[src/rtl/wake_seq_pkg.sv]
package wake_seq_pkg;
  typedef enum logic [2:0] {
    ST_RUN,
    ST_SLEEP,
    ST_RAMP,
    ST_OSC,
    ST_FAULT
  } wstate_e;

  localparam logic [2:0] ADR_WAKE = 3'd0;
  localparam logic [2:0] ADR_RISE = 3'd1;
  localparam logic [2:0] ADR_FALL = 3'd2;
  localparam logic [2:0] ADR_STAT = 3'd3;
  localparam logic [2:0] ADR_SCR  = 3'd4;
  localparam logic [2:0] ADR_PEND = 3'd5;

  localparam logic [31:0] FAULT_WAKE = 32'h0000_0003;
endpackage

[src/rtl/wake_timer.sv]
module wake_timer #(
  parameter int CW      = 8,
  parameter int RST_LEN = 1
) (
  input  logic          clk_i,
  input  logic          rst_ni,
  input  logic          load_i,
  input  logic [CW-1:0] len_i,
  output logic          done_o
);
  logic [CW-1:0] cnt_q;

  always_ff @(posedge clk_i or negedge rst_ni) begin
    if (!rst_ni)             cnt_q <= CW'(RST_LEN - 1);
    else if (load_i)         cnt_q <= len_i;
    else if (cnt_q != '0)    cnt_q <= cnt_q - 1'b1;
  end

  assign done_o = (cnt_q == '0);

  AST_TMR_STEP: assert property (@(posedge clk_i) disable iff (!rst_ni)
    (!load_i && cnt_q != '0) |=> (cnt_q == $past(cnt_q) - 1'b1));
endmodule

[src/rtl/wake_fsm.sv]
module wake_fsm
  import wake_seq_pkg::*;
#(
  parameter int RAMP_CYC = 16,
  parameter int OSC_CYC  = 16,
  parameter int CW       = 8
) (
  input  logic          clk_i,
  input  logic          rst_ni,
  input  logic          sleep_req_i,
  input  logic          fault_vdd_i,
  input  logic          fault_batt_i,
  input  logic          osc_pd_en_i,
  input  logic          wake_hit_i,
  input  logic          tmr_done_i,
  output logic          tmr_load_o,
  output logic [CW-1:0] tmr_len_o,
  output logic [2:0]    set_flags_o,
  output logic          fault_load_o,
  output logic          pwr_en_o,
  output logic          rst_int_o,
  output logic          rst_out_no
);
  wstate_e state_q, state_d;
  logic    fault_any;

  assign fault_any = fault_vdd_i | fault_batt_i;

  always_comb begin
    state_d     = state_q;
    tmr_load_o  = 1'b0;
    tmr_len_o   = CW'(RAMP_CYC - 1);
    set_flags_o = 3'b000;
    unique case (state_q)
      ST_RUN: begin
        if (fault_any) begin
          state_d     = ST_FAULT;
          set_flags_o = {1'b0, fault_batt_i, fault_vdd_i};
        end else if (sleep_req_i) begin
          state_d     = ST_SLEEP;
          set_flags_o = 3'b100;
        end
      end
      ST_SLEEP: begin
        if (wake_hit_i) begin
          state_d    = ST_RAMP;
          tmr_load_o = 1'b1;
        end
      end
      ST_RAMP: begin
        if (fault_any) begin
          state_d     = ST_FAULT;
          set_flags_o = {1'b0, fault_batt_i, fault_vdd_i};
        end else if (tmr_done_i) begin
          if (osc_pd_en_i) begin
            state_d    = ST_OSC;
            tmr_load_o = 1'b1;
            tmr_len_o  = CW'(OSC_CYC - 1);
          end else begin
            state_d = ST_RUN;
          end
        end
      end
      ST_OSC: begin
        if (fault_any) begin
          state_d     = ST_FAULT;
          set_flags_o = {1'b0, fault_batt_i, fault_vdd_i};
        end else if (tmr_done_i) begin
          state_d = ST_RUN;
        end
      end
      ST_FAULT: state_d = ST_SLEEP;
      default:  state_d = ST_SLEEP;
    endcase
  end

  // hardware reset restarts at the ramp step with power on
  always_ff @(posedge clk_i or negedge rst_ni) begin
    if (!rst_ni) state_q <= ST_RAMP;
    else         state_q <= state_d;
  end

  assign fault_load_o = (state_q == ST_FAULT);
  assign pwr_en_o     = (state_q == ST_RUN) || (state_q == ST_RAMP) || (state_q == ST_OSC);
  assign rst_int_o    = (state_q != ST_RUN);
  assign rst_out_no   = (state_q == ST_RUN);

  AST_WAIT_FAULT: assert property (@(posedge clk_i) disable iff (!rst_ni)
    ((state_q == ST_RAMP || state_q == ST_OSC) && fault_any) |=> (state_q == ST_FAULT));
  AST_FAULT_SLEEP: assert property (@(posedge clk_i) disable iff (!rst_ni)
    (state_q == ST_FAULT) |=> (state_q == ST_SLEEP && !pwr_en_o));
  AST_OSC_SKIP: assert property (@(posedge clk_i) disable iff (!rst_ni)
    (state_q == ST_RAMP && tmr_done_i && !fault_any && !osc_pd_en_i) |=> (state_q == ST_RUN));
  AST_RST_FROM_WAIT: assert property (@(posedge clk_i) disable iff (!rst_ni)
    $fell(rst_int_o) |-> ($past(state_q) == ST_OSC || ($past(state_q) == ST_RAMP && !$past(osc_pd_en_i))));
  AST_SLEEP_REQ: assert property (@(posedge clk_i) disable iff (!rst_ni)
    (state_q == ST_RUN && sleep_req_i && !fault_any) |=> (state_q == ST_SLEEP && stat_pending_ok()));

  function automatic logic stat_pending_ok();
    return 1'b1;
  endfunction
endmodule

[src/rtl/wake_regs.sv]
module wake_regs
  import wake_seq_pkg::*;
#(
  parameter int N_GPIO = 28
) (
  input  logic              clk_i,
  input  logic              rst_ni,
  input  logic              wr_en_i,
  input  logic [2:0]        wr_addr_i,
  input  logic [31:0]       wr_data_i,
  input  logic [N_GPIO-1:0] gpio_i,
  input  logic              rtc_alarm_i,
  input  logic              fault_load_i,
  input  logic [2:0]        set_flags_i,
  output logic [31:0]       wake_en_o,
  output logic [31:0]       rise_en_o,
  output logic [31:0]       fall_en_o,
  output logic [31:0]       pend_o,
  output logic [2:0]        stat_o,
  output logic [31:0]       scratch_o,
  output logic              wake_hit_o
);
  localparam logic [31:0] GPIO_MASK = (32'h1 << N_GPIO) - 32'h1;
  localparam logic [31:0] WAKE_MASK = GPIO_MASK | 32'h8000_0000;

  logic [31:0]       wake_q, rise_q, fall_q, scr_q;
  logic [2:0]        stat_q;
  logic [N_GPIO-1:0] gpio_q, gpend_q, edge_ev;
  logic              rpend_q;
  logic              wr_wake, wr_rise, wr_fall, wr_stat, wr_scr, wr_pend;

  assign wr_wake = wr_en_i && (wr_addr_i == ADR_WAKE);
  assign wr_rise = wr_en_i && (wr_addr_i == ADR_RISE);
  assign wr_fall = wr_en_i && (wr_addr_i == ADR_FALL);
  assign wr_stat = wr_en_i && (wr_addr_i == ADR_STAT);
  assign wr_scr  = wr_en_i && (wr_addr_i == ADR_SCR);
  assign wr_pend = wr_en_i && (wr_addr_i == ADR_PEND);

  for (genvar i = 0; i < N_GPIO; i++) begin : g_edge
    assign edge_ev[i] = (rise_q[i] &  gpio_i[i] & ~gpio_q[i]) |
                        (fall_q[i] & ~gpio_i[i] &  gpio_q[i]);
  end

  always_ff @(posedge clk_i or negedge rst_ni) begin
    if (!rst_ni) begin
      gpio_q  <= '0;
      gpend_q <= '0;
      rpend_q <= 1'b0;
    end else begin
      gpio_q <= gpio_i;
      if (fault_load_i) begin
        gpend_q <= '0;
        rpend_q <= 1'b0;
      end else begin
        gpend_q <= (gpend_q & ~({N_GPIO{wr_pend}} & wr_data_i[N_GPIO-1:0])) | edge_ev;
        rpend_q <= (rpend_q & ~(wr_pend & wr_data_i[31])) | rtc_alarm_i;
      end
    end
  end

  // fault load outranks software writes
  always_ff @(posedge clk_i or negedge rst_ni) begin
    if (!rst_ni) begin
      wake_q <= FAULT_WAKE;
      rise_q <= FAULT_WAKE;
      fall_q <= FAULT_WAKE;
    end else if (fault_load_i) begin
      wake_q <= FAULT_WAKE;
      rise_q <= rise_q | FAULT_WAKE;
      fall_q <= fall_q | FAULT_WAKE;
    end else begin
      if (wr_wake) wake_q <= wr_data_i & WAKE_MASK;
      if (wr_rise) rise_q <= wr_data_i & GPIO_MASK;
      if (wr_fall) fall_q <= wr_data_i & GPIO_MASK;
    end
  end

  always_ff @(posedge clk_i or negedge rst_ni) begin
    if (!rst_ni) begin
      stat_q <= '0;
      scr_q  <= '0;
    end else begin
      stat_q <= (stat_q & ~({3{wr_stat}} & wr_data_i[2:0])) | set_flags_i;
      if (wr_scr) scr_q <= wr_data_i;
    end
  end

  always_comb begin
    pend_o             = '0;
    pend_o[N_GPIO-1:0] = gpend_q;
    pend_o[31]         = rpend_q;
  end

  assign wake_hit_o = (|(gpend_q & wake_q[N_GPIO-1:0])) | (rpend_q & wake_q[31]);
  assign wake_en_o  = wake_q;
  assign rise_en_o  = rise_q;
  assign fall_en_o  = fall_q;
  assign stat_o     = stat_q;
  assign scratch_o  = scr_q;

  AST_FAULT_LOAD: assert property (@(posedge clk_i) disable iff (!rst_ni)
    fault_load_i |=> (wake_q == FAULT_WAKE && pend_o == '0 && rise_q[1:0] == 2'b11 && fall_q[1:0] == 2'b11));
  AST_STAT_STICKY: assert property (@(posedge clk_i) disable iff (!rst_ni)
    !wr_stat |=> ((stat_q & $past(stat_q)) == $past(stat_q)));
  AST_SCR_HOLD: assert property (@(posedge clk_i) disable iff (!rst_ni)
    !wr_scr |=> $stable(scr_q));
  AST_PEND_SET: assert property (@(posedge clk_i) disable iff (!rst_ni)
    (rtc_alarm_i && !fault_load_i) |=> pend_o[31]);
endmodule

[src/rtl/wake_seq.sv]
module wake_seq
  import wake_seq_pkg::*;
#(
  parameter int N_GPIO   = 28,
  parameter int RAMP_CYC = 36864,
  parameter int OSC_CYC  = 552960
) (
  input  logic              clk_i,
  input  logic              rst_ni,
  input  logic              sleep_req_i,
  input  logic              fault_vdd_i,
  input  logic              fault_batt_i,
  input  logic              osc_pd_en_i,
  input  logic [N_GPIO-1:0] gpio_i,
  input  logic              rtc_alarm_i,
  input  logic              wr_en_i,
  input  logic [2:0]        wr_addr_i,
  input  logic [31:0]       wr_data_i,
  output logic              pwr_en_o,
  output logic              rst_int_o,
  output logic              rst_out_no,
  output logic [31:0]       wake_en_o,
  output logic [31:0]       rise_en_o,
  output logic [31:0]       fall_en_o,
  output logic [31:0]       pend_o,
  output logic [2:0]        stat_o,
  output logic [31:0]       scratch_o
);
  localparam int MAX_CYC = (RAMP_CYC > OSC_CYC) ? RAMP_CYC : OSC_CYC;
  localparam int CW      = $clog2(MAX_CYC + 1);

  logic          tmr_load, tmr_done, fault_load, wake_hit;
  logic [CW-1:0] tmr_len;
  logic [2:0]    set_flags;

  wake_timer #(.CW(CW), .RST_LEN(RAMP_CYC)) u_tmr (
    .clk_i  (clk_i),
    .rst_ni (rst_ni),
    .load_i (tmr_load),
    .len_i  (tmr_len),
    .done_o (tmr_done)
  );

  wake_fsm #(.RAMP_CYC(RAMP_CYC), .OSC_CYC(OSC_CYC), .CW(CW)) u_fsm (
    .clk_i        (clk_i),
    .rst_ni       (rst_ni),
    .sleep_req_i  (sleep_req_i),
    .fault_vdd_i  (fault_vdd_i),
    .fault_batt_i (fault_batt_i),
    .osc_pd_en_i  (osc_pd_en_i),
    .wake_hit_i   (wake_hit),
    .tmr_done_i   (tmr_done),
    .tmr_load_o   (tmr_load),
    .tmr_len_o    (tmr_len),
    .set_flags_o  (set_flags),
    .fault_load_o (fault_load),
    .pwr_en_o     (pwr_en_o),
    .rst_int_o    (rst_int_o),
    .rst_out_no   (rst_out_no)
  );

  wake_regs #(.N_GPIO(N_GPIO)) u_regs (
    .clk_i        (clk_i),
    .rst_ni       (rst_ni),
    .wr_en_i      (wr_en_i),
    .wr_addr_i    (wr_addr_i),
    .wr_data_i    (wr_data_i),
    .gpio_i       (gpio_i),
    .rtc_alarm_i  (rtc_alarm_i),
    .fault_load_i (fault_load),
    .set_flags_i  (set_flags),
    .wake_en_o    (wake_en_o),
    .rise_en_o    (rise_en_o),
    .fall_en_o    (fall_en_o),
    .pend_o       (pend_o),
    .stat_o       (stat_o),
    .scratch_o    (scratch_o),
    .wake_hit_o   (wake_hit)
  );

  AST_RUN_FAULT: assert property (@(posedge clk_i) disable iff (!rst_ni)
    (!rst_int_o && fault_vdd_i) |=> (stat_o[0] && !pwr_en_o));
endmodule

[config.mk]
export PLATFORM = sky130hd
export DESIGN_NAME = wake_seq
export DESIGN_NICKNAME = d
export VERILOG_FILES = /design/src/rtl/wake_seq_pkg.sv /design/src/rtl/wake_timer.sv /design/src/rtl/wake_fsm.sv /design/src/rtl/wake_regs.sv /design/src/rtl/wake_seq.sv
export SDC_FILE = /design/constraint.sdc
export NUM_CORES = 1
export LEC_CHECK = 0
export ABC_AREA = 1
export BUFFER_PORTS_ARGS = -buffer_cell sky130_fd_sc_hd__buf_2
export CORE_MARGIN = 3
export CORE_UTILIZATION = 36
export CTS_CLUSTER_DIAMETER = 30
export DETAILED_ROUTE_END_ITERATION = 10
export PLACE_DENSITY = 0.59
export SYNTH_ARGS = -nofsm -noshare
export SYNTH_HDL_FRONTEND = slang
export SYNTH_HIERARCHICAL = 1
export SYNTH_SLANG_ARGS = --single-unit
export TNS_END_PERCENT = 1
[constraint.sdc]
create_clock -name clk_i -period 1.9 [get_ports clk_i]
set_clock_uncertainty 0.05 [all_clocks]
set_input_delay 0.095 -clock clk_i [delete_from_list [all_inputs] [get_ports clk_i]]
set_output_delay 0.095 -clock clk_i [all_outputs]
set_load 0.02 [all_outputs]
# [Word level (Yosys, flattened, before mapping)]
# Index checks and enable logic that the tools add are counted.
[word_totals] rom_bits=0 latch_bits=0 register_bits=203 mem_bits_rw=0 input_bits=71 memories=0
[classes] n_lt_le_gt_ge=0 bitwise_logic=213 n_mux=32 n_addsub=1 shift=0 n_reduce_logical=22 eq_ne=13 mul=0 div=0
[op_table] cell="$mux W20" n=6
[op_table] cell="$and A1 B1 Y1" n=115
[op_table] cell="$and A28 B28 Y28" n=3
[op_table] cell="$mux W32" n=2
[op_table] cell="$not A1 Y1" n=58
[op_table] cell="$or A1 B1 Y1" n=31
[op_table] cell="$mux W28" n=1
[op_table] cell="$not A28 Y28" n=1
[op_table] cell="$or A28 B28 Y28" n=1
[op_table] cell="$reduce_or A28 Y1" n=1
[op_table] cell="$mux W3" n=9
[op_table] cell="$logic_not A20 Y1" n=1
[op_table] cell="$reduce_bool A20 Y1" n=1
[op_table] cell="$sub A20 B1 Y20 const B" n=1
[op_table] cell="$eq A3 B2 Y1 const B" n=4
[op_table] cell="$mux W2" n=6
[op_table] cell="$pmux W3 S4" n=1
[op_table] cell="$eq A3 B3 Y1 const B" n=3
[op_table] cell="$ne A3 B2 Y1 const B" n=3
[op_table] cell="$reduce_bool A2 Y1" n=4
[op_table] cell="$and A3 B3 Y3" n=2
[op_table] cell="$eq A3 B1 Y1 const B" n=2
[op_table] cell="$logic_and A1 B1 Y1" n=6
[op_table] cell="$logic_not A3 Y1" n=2
[op_table] cell="other kinds (11)" n=17

# [Depth between registers and ports, before layout]
[logic_depth] word_depth=7 ltp_mapped=13 mapped_depth_nobuf=12

# [Hierarchy]
# The synthesis kept the hierarchy.
[by_module_without_submodules] module="wake_regs" area_per_inst_um2=7369.6 instances=1 cells_per_inst=843
[by_module_without_submodules] module="wake_timer" area_per_inst_um2=1468.9 instances=1 cells_per_inst=216
[by_module_without_submodules] module="wake_fsm" area_per_inst_um2=430.4 instances=1 cells_per_inst=67

# [Worst setup path after synthesis]
# Ideal clock, no wire load.
[synth_timing] kind="register to register" startpoint="reg u_tmr.cnt_q[0]" endpoint="reg u_tmr.cnt_q[3]" n_path_buf=2 t_required_ns=1.774 setup_slack_ns=-0.055 path_stages_with_launch=14 arrival_ns=1.829 setup_time_ns=0.076 cell_sequence="dfstp_2 inv_1 ha_1 nand2_1 nor2_2 nand3_2 nor2_4 nand4_2 nand2_1 buf_4 clkbuf_1 nor2_1 nand2_1 nand2_1"
[synth_between] elab_chain_len=5 word_cells_on_any_way=12 cone_classes="1 x add/sub; 8 x mux; 3 x reduce/logical"
[synth_lines] element="start: declaration" line_no="wake_timer.sv:11" text="logic [CW-1:0] cnt_q;"
[synth_lines] element="start signal: assignment" line_no="wake_timer.sv:14" text="if (!rst_ni) cnt_q <= CW'(RST_LEN - 1);"
[synth_lines] element="start signal: assignment" line_no="wake_timer.sv:15" text="else if (load_i) cnt_q <= len_i;"
[synth_lines] element="start signal: assignment" line_no="wake_timer.sv:16" text="else if (cnt_q != '0) cnt_q <= cnt_q - 1'b1;"
[synth_lines] element="$logic_not A20 Y1 (*)" line_no="wake_timer.sv:19" text="assign done_o = (cnt_q == '0);"
[synth_lines] element="via tmr_done" line_no="wake_seq.sv:32" text="logic tmr_load, tmr_done, fault_load, wake_hit;"
[synth_lines] element="$mux W1 (*)" line_no="wake_fsm.sv:54" text="end else if (tmr_done_i) begin"
[synth_lines] element="$mux W1 (*)" line_no="wake_fsm.sv:51" text="if (fault_any) begin"
[synth_lines] element="$pmux W1 S2 (*)" line_no="wake_fsm.sv:34" text="unique case (state_q)"
[synth_lines] element="via tmr_load" line_no="wake_seq.sv:32"
[synth_lines] element="$mux W20 / $reduce_bool A2 Y1 (equally long branches)"
# The timed path passes the listed nets; every way through them passes the cells marked *. The select of a mux whose other input is x is not followed.
# A chain may end at the register's enable or synchronous reset.

# [Worst setup path after layout]
[layout_timing] startpoint="reg u_tmr.cnt_q[0]" endpoint="reg u_tmr.cnt_q[0]"
# The elaborated chain is that of the path after synthesis.

==> results.toml <==
[timing]
period_minus_slack_ns = 1.78
hold_viol = 0
tns_ns = 0
fin_ws_ns = 0.124
final-max-slew-violation-count = 0
period_share = 0.935
setup_viol = 0
fmax_mhz = 563

[floorplan]
chipWidth_um = 166
num_rows = 58
start_util = 0.367
io-pin-count = 237
fp.dieArea_sq_um = 27700
chipHeight_um = 166
core-area_sq_um = 25300

[global_route]
overflow = 0
grt_max_degree = 51
grt_pass1_wl_um = 45700
grtUsageMet1 = 0.271
met2_usage = 0.340
top_usage_layer = "met2"
grt_use_total = 0.206
grt_pass1_vias = 8423
gr-usage-met3 = 0.0525
antenna_found_initial = 1

[clock_network]
cts.path.max_buffers = 2
cts-root-buf = "clkbuf_16"
cts_tree = "done"
clk_latency_ns = 0.43
clock_sinks = 200
cts.reportedPaths.clkPinSlew_ns = 0.08
cts_buffers = 17
h-tree-depth = 4

[synth]
yosysUniqueCellTypes = 32
synth-seq-area-share = 0.543
ys_warn_count = 6
synth_cells = 1126
netlist_area_sq_um = 9270
yosys_register_bits = 200
synth_ff_type = "dfrtp_1"
synth-edff-count = 0
avgSynthCellArea_sq_um = 8.23
async_flop_share = 1.00

[route]
routed_via_density = 4.77
vias = 8475
drt_iter0_markers = 538
wl_per_cell_um = 16.1
antenna_left = 0
drc = 0
first_pass_iters = 6
drt_wl_total_um = 28600

[setup_path]
startpoint = "u_tmr/cnt_q[0]"
r2r_setup_slack_ns = 0.12
worst_r2r_path_depth = 13
start_kind = "flip-flop"
rr_startpoint = "u_tmr/cnt_q[0]"
worst-setup-path-type = "reg -> reg"
crit_required_ns = 2.21
crit_path_end_kind = "flip-flop"
path_max_fanout = 5
r2r-end = "u_tmr/cnt_q[0]"
cp.arrival_ns = 2.08

[hold_path]
hold_end = "u_regs/scratch_o[30]"
hold_depth = 4
hp-class = "in -> reg"
min_from = "wr_addr_i[0]"

[outcome]
status = "complete, no violations"

[job]
maxCapViolCount = 0

[place]
dp_hpwl_um = 20300
dp_slack_ns = 0.00291
io_buffers = 222
finalWeightedCongestion = 0.803

[cells_and_area]
layout.nets = 1505
final_cell_mix = "nand2_1, buf_2, dfrtp_1"
syn_to_final_growth_pct = 32.0
diodes = 0
fill_cells = 2463
layout_commonest_cell = "nand2_1"
drive_gt1_frac = 0.257

[power_and_ir_drop]
ir_drop_v = 0.000668
leakage_nw = 6.45
power_density_nw_per_um2 = 1470
per-layer routing:
metal	wire (um)	part of all wire
met5	13	0.00045
met3	2070	0.072
met4	537	0.019
met2	13600	0.48
met1	12400	0.43
Yosys cell counts (5+ instances only):
master    instances  area, sq um
dfstp_2          20          526
o21ai_1          45          225
a21oi_1          61          305
dfrtp_1         180         4500
nand2_1         357         1340
nand3_1          80          400
nor2_2            9         56.3
nor2_4           11          124
buf_2            18         90.1
o21ai_0          48          240
buf_4            37          278
buf_6             5         56.3
inv_2             7         26.3
inv_1            94          353
nor2_1          106          398
nand4_1           8         50.1
clkbuf_1         10         37.5
stage by stage:
step                      power, mW  instance area (sq um)  hold WS [ns]   util  cells
after floorplan                11.2                   9370        -0.251      -   1153
after CTS                      17.8                  12100       0.00268  0.478   1764
after global placement         13.8                  10800        0.0391  0.427   1665
final                          18.0                  12200        0.0176  0.484   1775
after detailed placement       13.9                  10800        0.0485  0.427   1665
after global routing           19.3                  12200        0.0256  0.484   1775
worst max-delay path: stages (launching register included):
cell,delay (ns)
dfstp_2,0.38
inv_1,0.07
ha_2,0.18
nand2_2,0.08
nor2_4,0.10
nand3_2,0.09
nor2_4,0.14
nand4_4,0.10
nand2_4,0.14
buf_8,0.13
nand2_1,0.06
o21ai_2,0.05
nand2_1,0.06
o21ai_1,0.08
logic make-up after synthesis:
family / count (synthesis) / share of synthesized area
other cells: 3 / 0.00121
compound gates: 154 / 0.0832
buf+inv: 172 / 0.0911
simple gates: 590 / 0.274
xor+xnor: 5 / 0.00554
flops: 200 / 0.543
fa+ha+maj: 2 / 0.00270
how the worst max path moves through the flow:
stage                          end  slack, ns  cells after the start
detailed placement  u_tmr/cnt_q[6]      0.003                     12
floorplan           u_tmr/cnt_q[3]       0.05                     13
global placement    u_tmr/cnt_q[2]       0.04                     12
finish              u_tmr/cnt_q[0]       0.12                     13
global route        u_tmr/cnt_q[6]      -0.01                     12
CTS                 u_tmr/cnt_q[6]       0.02                     12
sequential cells by signal (all words and copies together), names as in the netlist:
name and count:
u_tmr/cnt_q 20, u_regs/stat_o 3, u_regs/fall_en_o 28, u_regs/wake_en_o 29, u_regs/rise_en_o 28, u_regs/scratch_o 32
u_regs/gpend_q 28, u_fsm/state_q 3, u_regs/rpend_q 1, u_regs/gpio_q 28
repair_timing:
action / in CTS / in global routing
hold buffers: 67 / 0
pin swaps: 0 / 16
hold endpoints to repair: 368 / 0
setup buffers: 0 / 10
cloned: 0 / 1
gates resized for setup: 1 / 20
endpoints found under the setup margin: 4 / 18
power breakdown:
| group | internal, mW | total, mW | switching, mW |
|---|---|---|---|
| clock | 1.89 | 3.76 | 1.86 |
| sequential | 5.75 | 6.89 | 1.14 |
| combinational | 2.65 | 7.39 | 4.74 |
area by class of cell:
type,count,area [sq um],share of cell area
repair buffers,331,2240,0.183
clock inverters,15,178,0.0145
inverters,101,379,0.0310
multi-input cells,781,3570,0.292
flip-flops and latches,200,5030,0.411
clock buffers,17,425,0.0348
well taps,330,413,0.0338
No activity file was read; power rests on OpenSTA's default activity.
